--- src/rtl/fsd_pkg.sv ---
package fsd_pkg;
  localparam int N_FLT        = 4;
  localparam int FLT_CL       = 0;
  localparam int FLT_AB       = 1;
  localparam int FLT_A        = 2;
  localparam int FLT_B        = 3;
  localparam int FIELD_STRIDE = 8;

  localparam int CTRL_CL_EN   = 0;
  localparam int CTRL_GRP_EN  = 1;
  localparam int CTRL_IE_LSB  = 4;

  // which trips mask each output
  localparam logic [N_FLT-1:0] MASK_A = (N_FLT'(1) << FLT_CL) | (N_FLT'(1) << FLT_AB) | (N_FLT'(1) << FLT_A);
  localparam logic [N_FLT-1:0] MASK_B = (N_FLT'(1) << FLT_CL) | (N_FLT'(1) << FLT_AB) | (N_FLT'(1) << FLT_B);

  typedef enum logic [1:0] {
    ADDR_CTRL = 2'd0,
    ADDR_MAX  = 2'd1,
    ADDR_STAT = 2'd2,
    ADDR_INT  = 2'd3
  } reg_addr_e;
endpackage

--- src/rtl/fsd_sync.sv ---
module fsd_sync #(
  parameter int W = 4
) (
  input  logic         clk_i,
  input  logic         rst_ni,
  input  logic [W-1:0] d_i,
  output logic [W-1:0] q_o
);
  logic [W-1:0] s1_q, s2_q;

  always_ff @(posedge clk_i or negedge rst_ni) begin
    if (!rst_ni) begin
      s1_q <= '0;
      s2_q <= '0;
    end else begin
      s1_q <= d_i;
      s2_q <= s1_q;
    end
  end

  assign q_o = s2_q;
endmodule

--- src/rtl/fsd_fault_cnt.sv ---
module fsd_fault_cnt #(
  parameter int CNT_W = 5
) (
  input  logic             clk_i,
  input  logic             rst_ni,
  input  logic             run_i,
  input  logic             evt_i,
  input  logic             period_end_i,
  input  logic [CNT_W-1:0] max_i,
  output logic             trip_o,
  output logic             trip_set_o
);
  logic [CNT_W-1:0] cnt_q, cnt_n;
  logic [CNT_W:0]   cnt_inc;
  logic             seen_q, seen_n;
  logic             trip_q, trip_n;
  logic             faulted;

  always_comb begin
    faulted = seen_q | evt_i;
    cnt_inc = {1'b0, cnt_q} + 1'b1;
    cnt_n   = cnt_q;
    seen_n  = faulted;
    trip_n  = trip_q;
    if (!run_i) begin
      cnt_n  = '0;
      seen_n = 1'b0;
      trip_n = 1'b0;
    end else if (trip_q) begin
      seen_n = 1'b0;
    end else if (evt_i && (max_i == '0)) begin
      trip_n = 1'b1;
      seen_n = 1'b0;
    end else if (period_end_i) begin
      seen_n = 1'b0;
      if (faulted) begin
        cnt_n = cnt_inc[CNT_W-1:0];
        if (cnt_inc >= {1'b0, max_i}) trip_n = 1'b1;
      end else begin
        cnt_n = '0;
      end
    end
  end

  always_ff @(posedge clk_i or negedge rst_ni) begin
    if (!rst_ni) begin
      cnt_q  <= '0;
      seen_q <= 1'b0;
      trip_q <= 1'b0;
    end else begin
      cnt_q  <= cnt_n;
      seen_q <= seen_n;
      trip_q <= trip_n;
    end
  end

  assign trip_o     = trip_q;
  assign trip_set_o = trip_n & ~trip_q;

  AST_LATCH_HOLD: assert property (@(posedge clk_i) disable iff (!rst_ni)
    (run_i && $past(run_i) && $past(trip_q)) |-> trip_q);
  AST_OFF_CLEARS: assert property (@(posedge clk_i) disable iff (!rst_ni)
    !$past(run_i) |-> (cnt_q == '0 && !trip_q && !seen_q));
  AST_ONE_STEP: assert property (@(posedge clk_i) disable iff (!rst_ni)
    (cnt_q != $past(cnt_q) && cnt_q != '0) |-> (cnt_q == $past(cnt_q) + 1'b1 && $past(period_end_i)));
endmodule

--- src/rtl/fsd_regs.sv ---
module fsd_regs
  import fsd_pkg::*;
#(
  parameter int CNT_W = 5,
  parameter int DW    = 32
) (
  input  logic                   clk_i,
  input  logic                   rst_ni,
  input  logic                   wr_i,
  input  logic                   rd_i,
  input  logic [1:0]             addr_i,
  input  logic [DW-1:0]          wdata_i,
  output logic [DW-1:0]          rdata_o,
  input  logic [N_FLT-1:0]       trip_set_i,
  output logic                   cl_en_o,
  output logic                   grp_en_o,
  output logic [N_FLT*CNT_W-1:0] max_o,
  output logic                   irq_o
);
  logic                   cl_en_q, grp_en_q;
  logic [N_FLT-1:0]       ie_q, stat_q, int_q;
  logic [N_FLT*CNT_W-1:0] max_q;
  logic                   rd_stat, rd_int;
  logic                   unused_wdata;

  assign rd_stat      = rd_i && (addr_i == ADDR_STAT);
  assign rd_int       = rd_i && (addr_i == ADDR_INT);
  assign unused_wdata = ^wdata_i;

  always_ff @(posedge clk_i or negedge rst_ni) begin
    if (!rst_ni) begin
      cl_en_q  <= 1'b0;
      grp_en_q <= 1'b0;
      ie_q     <= '0;
      max_q    <= '0;
    end else if (wr_i) begin
      if (addr_i == ADDR_CTRL) begin
        cl_en_q  <= wdata_i[CTRL_CL_EN];
        grp_en_q <= wdata_i[CTRL_GRP_EN];
        ie_q     <= wdata_i[CTRL_IE_LSB +: N_FLT];
      end
      if (addr_i == ADDR_MAX) begin
        for (int i = 0; i < N_FLT; i++)
          max_q[i*CNT_W +: CNT_W] <= wdata_i[i*FIELD_STRIDE +: CNT_W];
      end
    end
  end

  // set wins over clear-on-read
  always_ff @(posedge clk_i or negedge rst_ni) begin
    if (!rst_ni) begin
      stat_q <= '0;
      int_q  <= '0;
    end else begin
      stat_q <= (stat_q & ~{N_FLT{rd_stat}}) | trip_set_i;
      int_q  <= (int_q & ~{N_FLT{rd_int}}) | (trip_set_i & ie_q);
    end
  end

  always_comb begin
    rdata_o = '0;
    case (addr_i)
      ADDR_CTRL: begin
        rdata_o[CTRL_CL_EN]            = cl_en_q;
        rdata_o[CTRL_GRP_EN]           = grp_en_q;
        rdata_o[CTRL_IE_LSB +: N_FLT]  = ie_q;
      end
      ADDR_MAX: begin
        for (int i = 0; i < N_FLT; i++)
          rdata_o[i*FIELD_STRIDE +: CNT_W] = max_q[i*CNT_W +: CNT_W];
      end
      ADDR_STAT: rdata_o[N_FLT-1:0] = stat_q;
      default:   rdata_o[N_FLT-1:0] = int_q;
    endcase
  end

  assign cl_en_o  = cl_en_q;
  assign grp_en_o = grp_en_q;
  assign max_o    = max_q;
  assign irq_o    = |int_q;

  AST_STAT_SRC: assert property (@(posedge clk_i) disable iff (!rst_ni)
    ((stat_q & ~$past(stat_q)) != '0) |-> ($past(trip_set_i) != '0));
  AST_STAT_CLR: assert property (@(posedge clk_i) disable iff (!rst_ni)
    ($past(rd_stat) && $past(trip_set_i) == '0) |-> (stat_q == '0));
  AST_INT_SRC: assert property (@(posedge clk_i) disable iff (!rst_ni)
    ((int_q & ~$past(int_q) & ~$past(trip_set_i & ie_q)) == '0));
endmodule

--- src/rtl/pwm_fault_shutdown.sv ---
module pwm_fault_shutdown
  import fsd_pkg::*;
#(
  parameter int CNT_W = 5,
  parameter int DW    = 32
) (
  input  logic              clk_i,
  input  logic              rst_ni,
  input  logic              chan_en_i,
  input  logic              glb_en_i,
  input  logic              period_end_i,
  input  logic [N_FLT-1:0]  fault_i,
  input  logic              reg_wr_i,
  input  logic              reg_rd_i,
  input  logic [1:0]        reg_addr_i,
  input  logic [DW-1:0]     reg_wdata_i,
  output logic [DW-1:0]     reg_rdata_o,
  output logic              shut_a_o,
  output logic              shut_b_o,
  output logic              irq_o
);
  logic                   run;
  logic                   cl_en, grp_en;
  logic [N_FLT-1:0]       flt_sync, flt_en, evt, trip, trip_set;
  logic [N_FLT*CNT_W-1:0] max_flat;

  assign run = chan_en_i & glb_en_i;

  fsd_sync #(.W(N_FLT)) u_sync (
    .clk_i (clk_i),
    .rst_ni(rst_ni),
    .d_i   (fault_i),
    .q_o   (flt_sync)
  );

  fsd_regs #(.CNT_W(CNT_W), .DW(DW)) u_regs (
    .clk_i     (clk_i),
    .rst_ni    (rst_ni),
    .wr_i      (reg_wr_i),
    .rd_i      (reg_rd_i),
    .addr_i    (reg_addr_i),
    .wdata_i   (reg_wdata_i),
    .rdata_o   (reg_rdata_o),
    .trip_set_i(trip_set),
    .cl_en_o   (cl_en),
    .grp_en_o  (grp_en),
    .max_o     (max_flat),
    .irq_o     (irq_o)
  );

  for (genvar g = 0; g < N_FLT; g++) begin : g_flt
    if (g == FLT_CL) begin : g_cl
      assign flt_en[g] = cl_en;
    end else begin : g_grp
      assign flt_en[g] = grp_en;
    end
    assign evt[g] = flt_sync[g] & flt_en[g] & run;

    fsd_fault_cnt #(.CNT_W(CNT_W)) u_cnt (
      .clk_i       (clk_i),
      .rst_ni      (rst_ni),
      .run_i       (run),
      .evt_i       (evt[g]),
      .period_end_i(period_end_i),
      .max_i       (max_flat[g*CNT_W +: CNT_W]),
      .trip_o      (trip[g]),
      .trip_set_o  (trip_set[g])
    );
  end

  assign shut_a_o = |(trip & MASK_A);
  assign shut_b_o = |(trip & MASK_B);

  AST_SHUT_NEEDS_RUN: assert property (@(posedge clk_i) disable iff (!rst_ni)
    (shut_a_o || shut_b_o) |-> $past(run));
endmodule

--- config.mk ---
export PLATFORM = sky130hd
export DESIGN_NAME = pwm_fault_shutdown
export DESIGN_NICKNAME = d
export VERILOG_FILES = /design/src/rtl/fsd_pkg.sv /design/src/rtl/fsd_sync.sv /design/src/rtl/fsd_fault_cnt.sv /design/src/rtl/fsd_regs.sv /design/src/rtl/pwm_fault_shutdown.sv
export SDC_FILE = /design/constraint.sdc
export NUM_CORES = 1
export LEC_CHECK = 0
export BUFFER_PORTS_ARGS = -buffer_cell sky130_fd_sc_hd__buf_2
export CORE_MARGIN = 2
export CORE_UTILIZATION = 40
export DETAILED_ROUTE_END_ITERATION = 16
export PLACE_DENSITY_LB_ADDON = 0.08
export SYNTH_ARGS = -nofsm -noshare
export SYNTH_HDL_FRONTEND = slang
export SYNTH_SLANG_ARGS = --single-unit
--- constraint.sdc ---
create_clock -name clk_i -period 4.59 [get_ports clk_i]
set_clock_uncertainty 0.15 [all_clocks]
set_input_delay 0 -clock clk_i [delete_from_list [all_inputs] [get_ports clk_i]]
set_output_delay 0 -clock clk_i [all_outputs]
set_load 0.01 [all_outputs]
# Word level (Yosys, flattened, before mapping)
# Index checks and enable logic that the tools add are counted.
# op_classes
add_sub_neg	4
order_cmp	4
eq_ne	12
muxes	67
bitwise	28
n_reduce_logical	20
# ops
op	n
$mux W5	23
$mux W1	40
$add A5 B1 Y6 const B	4
$ge A6 B5 Y1	4
$logic_not A5 Y1	4
$ne A2 B2 Y1 const B	9
$and A1 B1 Y1	13
$and A4 B4 Y4	3
$pmux W2 S3	2
$reduce_and A3 Y1	4
$not A4 Y4	2
$or A4 B4 Y4	2
$logic_and A1 B1 Y1	6
$reduce_or A3 Y1	2
$eq A2 B2 Y1 const B	2
$not A1 Y1	4
$or A1 B1 Y1	4
$reduce_and A2 Y1	2
$reduce_or A4 Y1	1
$mux W3	1
$eq A2 B1 Y1 const B	1
$logic_not A2 Y1	1
$pmux W1 S2	1
# totals
reg_bits	70
word_cells	155

# Logic depth before layout (Yosys ltp)
# logic_depth
ltp_word	11
mapped_depth	8
depth_no_buf	8

# By module
# A second synthesis with hierarchy kept.
# hier_totals
hier_cells	347
hier_area_um2	4016.4
# modules_own_cells
module	instances	cells_per_inst	area_per_inst_um2	seq_area_each_um2
fsd_fault_cnt	4	54	533.0	175.2
fsd_regs	1	116	1630.3	850.8
fsd_sync	1	8	200.2	200.2
pwm_fault_shutdown	1	7	53.8	0.0

# Least setup slack after synthesis
# OpenSTA, ideal clock, no wires.
# synth_timing
kind	flip-flop to flip-flop
start	reg g_flt[3].u_cnt.cnt_q[0]
end	reg u_regs.int_q[3]
setup_time_ns	0.130
arrival_ns	1.817
t_required_ns	4.310
setup_slack_ns	2.492
stages_incl_launch_ff	7
path_buffers	0
period_less_slack_ns	2.098
path_cell_list	dfrtp_1 -> ha_1 -> ha_1 -> a2111oi_0 -> o221ai_1 -> a31oi_2 -> o41ai_2
# synth_via
elab_chain_len	11
# synth_rtl
element	line	text
from (decl)	fsd_fault_cnt.sv:13	logic [CNT_W-1:0] cnt_q, cnt_n;
from (signal assigned)	fsd_fault_cnt.sv:51	cnt_q <= cnt_n;
$add A5 B1 Y6	fsd_fault_cnt.sv:21	cnt_inc = {1'b0, cnt_q} + 1'b1;
$ge A6 B5 Y1	fsd_fault_cnt.sv:38	if (cnt_inc >= {1'b0, max_i}) trip_n = 1'b1;
$mux W1	fsd_fault_cnt.sv:38	
$mux W1	fsd_fault_cnt.sv:36	if (faulted) begin
$mux W1	fsd_fault_cnt.sv:34	end else if (period_end_i) begin
$mux W1	fsd_fault_cnt.sv:31	end else if (evt_i && (max_i == '0)) begin
$mux W1	fsd_fault_cnt.sv:29	end else if (trip_q) begin
$mux W1	fsd_fault_cnt.sv:25	if (!run_i) begin
$and A1 B1 Y1	fsd_fault_cnt.sv:58	assign trip_set_o = trip_n & ~trip_q;
$and A4 B4 Y4	fsd_regs.sv:56	int_q <= (int_q & ~{N_FLT{rd_int}}) | (trip_set_i & ie_q);
$or A4 B4 Y4	fsd_regs.sv:56	
to (signal assigned)	fsd_regs.sv:56	
to (decl)	fsd_regs.sv:21	logic [N_FLT-1:0] ie_q, stat_q, int_q;
# Every way passes these cells.
# A chain may end at the register's enable or synchronous reset.

# Final worst setup path
# layout_timing
start	reg g_flt[0].u_cnt.cnt_q[0]
end	reg u_regs.stat_q[0]
# layout_via
elab_chain_len	10
# layout_rtl
element	line	text
from (decl)	fsd_fault_cnt.sv:13	
from (signal assigned)	fsd_fault_cnt.sv:51	
$add A5 B1 Y6	fsd_fault_cnt.sv:21	
$ge A6 B5 Y1	fsd_fault_cnt.sv:38	
$mux W1	fsd_fault_cnt.sv:38	
$mux W1	fsd_fault_cnt.sv:36	
$mux W1	fsd_fault_cnt.sv:34	
$mux W1	fsd_fault_cnt.sv:31	
$mux W1	fsd_fault_cnt.sv:29	
$mux W1	fsd_fault_cnt.sv:25	
$and A1 B1 Y1	fsd_fault_cnt.sv:58	
$or A4 B4 Y4	fsd_regs.sv:55	stat_q <= (stat_q & ~{N_FLT{rd_stat}}) | trip_set_i;
to (signal assigned)	fsd_regs.sv:55	
to (decl)	fsd_regs.sv:21	
# Every way passes these cells.

==> run summary <==
status: completed
worst min path class: input port to flop
worst-path fanout max: 6
clk slew on worst S/H paths: 0.07 ns
grt ovf: 0
critical path capture point type: flop
crit share post-route: 0.506
vias: 3121
R2R cell count: 7
Fillers: 937
clock tree buffer depth: 2
Clk Latency, worst-skew pair: 0.35 ns
FF-to-FF End: u_regs.stat_q[0]
Power Density: 308 nW/um^2
largest net degree at the start of global routing: 45
Multi-input gate area: 2000 sq um
PnR worst setup slack: 2.27 ns
drt wl/cell: 14.7 microns
register area share after synthesis: 0.445
FF+latch area: 1750 sq um
CP startpoint kind: flop
required time worst endpoint: 4.66 ns
ant diodes: 0
synthesized cell area: 3940 sq um
initial core utilization: 0.406
Final min period: 2.32 ns
die span in x: 103 microns
DIE AREA: 10700 sq um
Unique masters post-synth: 50
Setup CP Type: flop to flop
clock sink count: 70
Worst EP arrival: 2.39 ns
Max IR drop VDD: 166 uV
CP Launch Point: g_flt[0].u_cnt.cnt_q[0]
H-tree depth: 3
routed vias/inst: 5.11
largest area contributor in the netlist: dfrtp_1
Post-DRT Antenna Nets: 0
TritonCTS Buffers: 9
Least-Margin Pin Slew: 1.07 ns
initial antenna violation count: 0
clock root buffer: clkbuf_8
FFs w/ async S/R, synth: 1.00
Setup violations, final: 0
ys flop type: dfrtp_1
Rel. slew slack: 0.283
Yosys Warn Count: 0
setup TNS: 0 ns
Pleak: 2.39 nW
hold buffer count at cts: 37
RSZ-0062 raised after global routing: false
flops & latches, synth: 70
GRT Overall Usage: 0.180
top post-synthesis cells by count: 70 x dfrtp_1, 35 x nand2_1, 33 x nand3_1
drt first pass iters: 6
largest cells by area after synthesis: dfrtp_1 45%, ha_1 7.6%, mux2_2 6.9%, nand3_1 4.2%, nand2_1 3.3%
Reg-to-Reg Start: g_flt[0].u_cnt.cnt_q[0]
CTS tree: done
Final HPWL DP: 6200 microns
synthesis-to-finish area growth: 24.7%
Slew Limit Fails: 0
gate count of the mapped netlist: 374
DR iter-0 viols: 78
final net count: 542
Port Buf Inserts: 61
IO Count: 80
reg2reg setup slack: 2.27 ns
Fmax: 431 MHz
EDFF count, synth: 0
syn avg cell area: 10.5 sq um
Die Ht: 103 microns
final wirelength: 8960 microns
dpl ws: 2.28 ns
Final Hold Viols: 0
DRC: 0
layout cells sized above 1: 0.259
GPL Wtd Cong: 0.826
cts repair resizes: 0
Post-CTS Setup Inserts: 0
core area: 9680 sq um
Max-Cap Viols: 0
Yosys top cell area share: 0.445
first-pass GRT wire length: 14400 microns
crit path to: u_regs.stat_q[0]
count leader, synth: dfrtp_1
number of global-route vias before repair: 2936
row cnt: 36
## logic make-up (layout without fill, tap and decap cells)
group,count (synthesis),after routing,share of synthesized area
AOI/OAI and AO/OA,68,68,0.144
DFF,70,70,0.445
buffers and inverters,46,142,0.0544
adders and majority gates,24,24,0.0763
and+or+nand+nor,126,126,0.170
other,1,9,0.000953
xor gates and xnor gates,12,12,0.0267
muxes,27,27,0.0826
## flip-flops by register name, indices dropped and copies added, names as in the netlist
| signal | cells |
|---|---|
| u_sync.s1_q | 4 |
| u_regs.grp_en_o | 1 |
| u_regs.stat_q | 4 |
| g_flt.u_cnt.seen_q | 4 |
| u_regs.cl_en_o | 1 |
| u_regs.int_q | 4 |
| g_flt.u_cnt.cnt_q | 20 |
| u_regs.max_o | 20 |
| u_regs.ie_q | 4 |
| g_flt.u_cnt.trip_o | 4 |
| u_sync.q_o | 4 |
## cell type report
cell class | instances | area share
clock buffers | 13 | 0.0324
inverters | 26 | 0.0199
clock inverters | 3 | 0.00867
repair buffers | 100 | 0.141
flip-flops and latches | 70 | 0.357
well taps | 133 | 0.0339
multi-input cells | 266 | 0.408
## where the power goes
group | switching (mW) | internal (mW) | total, mW | leakage, nW
clock | 0.231 | 0.280 | 0.511 | 0.0996
combinational | 0.134 | 0.137 | 0.271 | 1.39
sequential | 0.0582 | 0.669 | 0.727 | 0.904
total | 0.423 | 1.09 | 1.51 | 2.39
## cells in the final DEF (no fill, tap or decap), types with 11 or more instances in the layout
cell / instances
nand2_1: 35
inv_1: 26
clkbuf_8: 11
nand3_1: 33
mux2_2: 24
dfrtp_1: 70
buf_2: 61
dlygate4sd3_1: 37
ha_1: 24
and2_1: 15
o21ai_0: 21
## through the flow
stage	hold slack [ns]	total power [mW]	area (sq um)	utilization	std cells
detailed placement	-0.0402	0.985	4340	0.448	558
global route	0.0669	1.60	4910	0.507	611
finish	0.0130	1.51	4910	0.507	611
global placement	-0.0416	0.982	4340	0.448	558
CTS	0.0115	1.53	4910	0.507	611
floorplan	-0.446	0.892	3970	-	382
## critical path: stages (launching register included)
cell and delay, ns:
dfrtp_1 0.45, ha_1 0.27, xor2_1 0.17, ha_1 0.21, a2111oi_0 0.32, o21ai_0 0.18, a31oi_1 0.34, o31ai_1 0.10
## how the worst min path moves through the flow
| stage | startpoint | endpoint | depth (start not counted) |
|---|---|---|---|
| 2_1_floorplan | rst_ni | g_flt[0].u_cnt.cnt_q[0] | 0 |
| 3_3_place_gp | fault_i[3] | u_sync.s1_q[3] | 1 |
| 3_5_place_dp | fault_i[3] | u_sync.s1_q[3] | 1 |
| 4_1_cts | reg_wr_i | u_regs.ie_q[0] | 3 |
| 5_1_grt | reg_wr_i | u_regs.ie_q[0] | 3 |
| 6_report | reg_wr_i | u_regs.ie_q[0] | 3 |
## per-layer routing
layer  share of wire  global-route usage  vias up  routed length [microns]
met5               0                   0        -                        0
met4           0.024              0.0719        0                      218
met3           0.039              0.0517       17                      348
met2            0.48               0.287       66                     4260
met1            0.46               0.233     1515                     4130
li1                -                   -     1523                        -
Note: power is estimated with default switching activity, not from simulation.
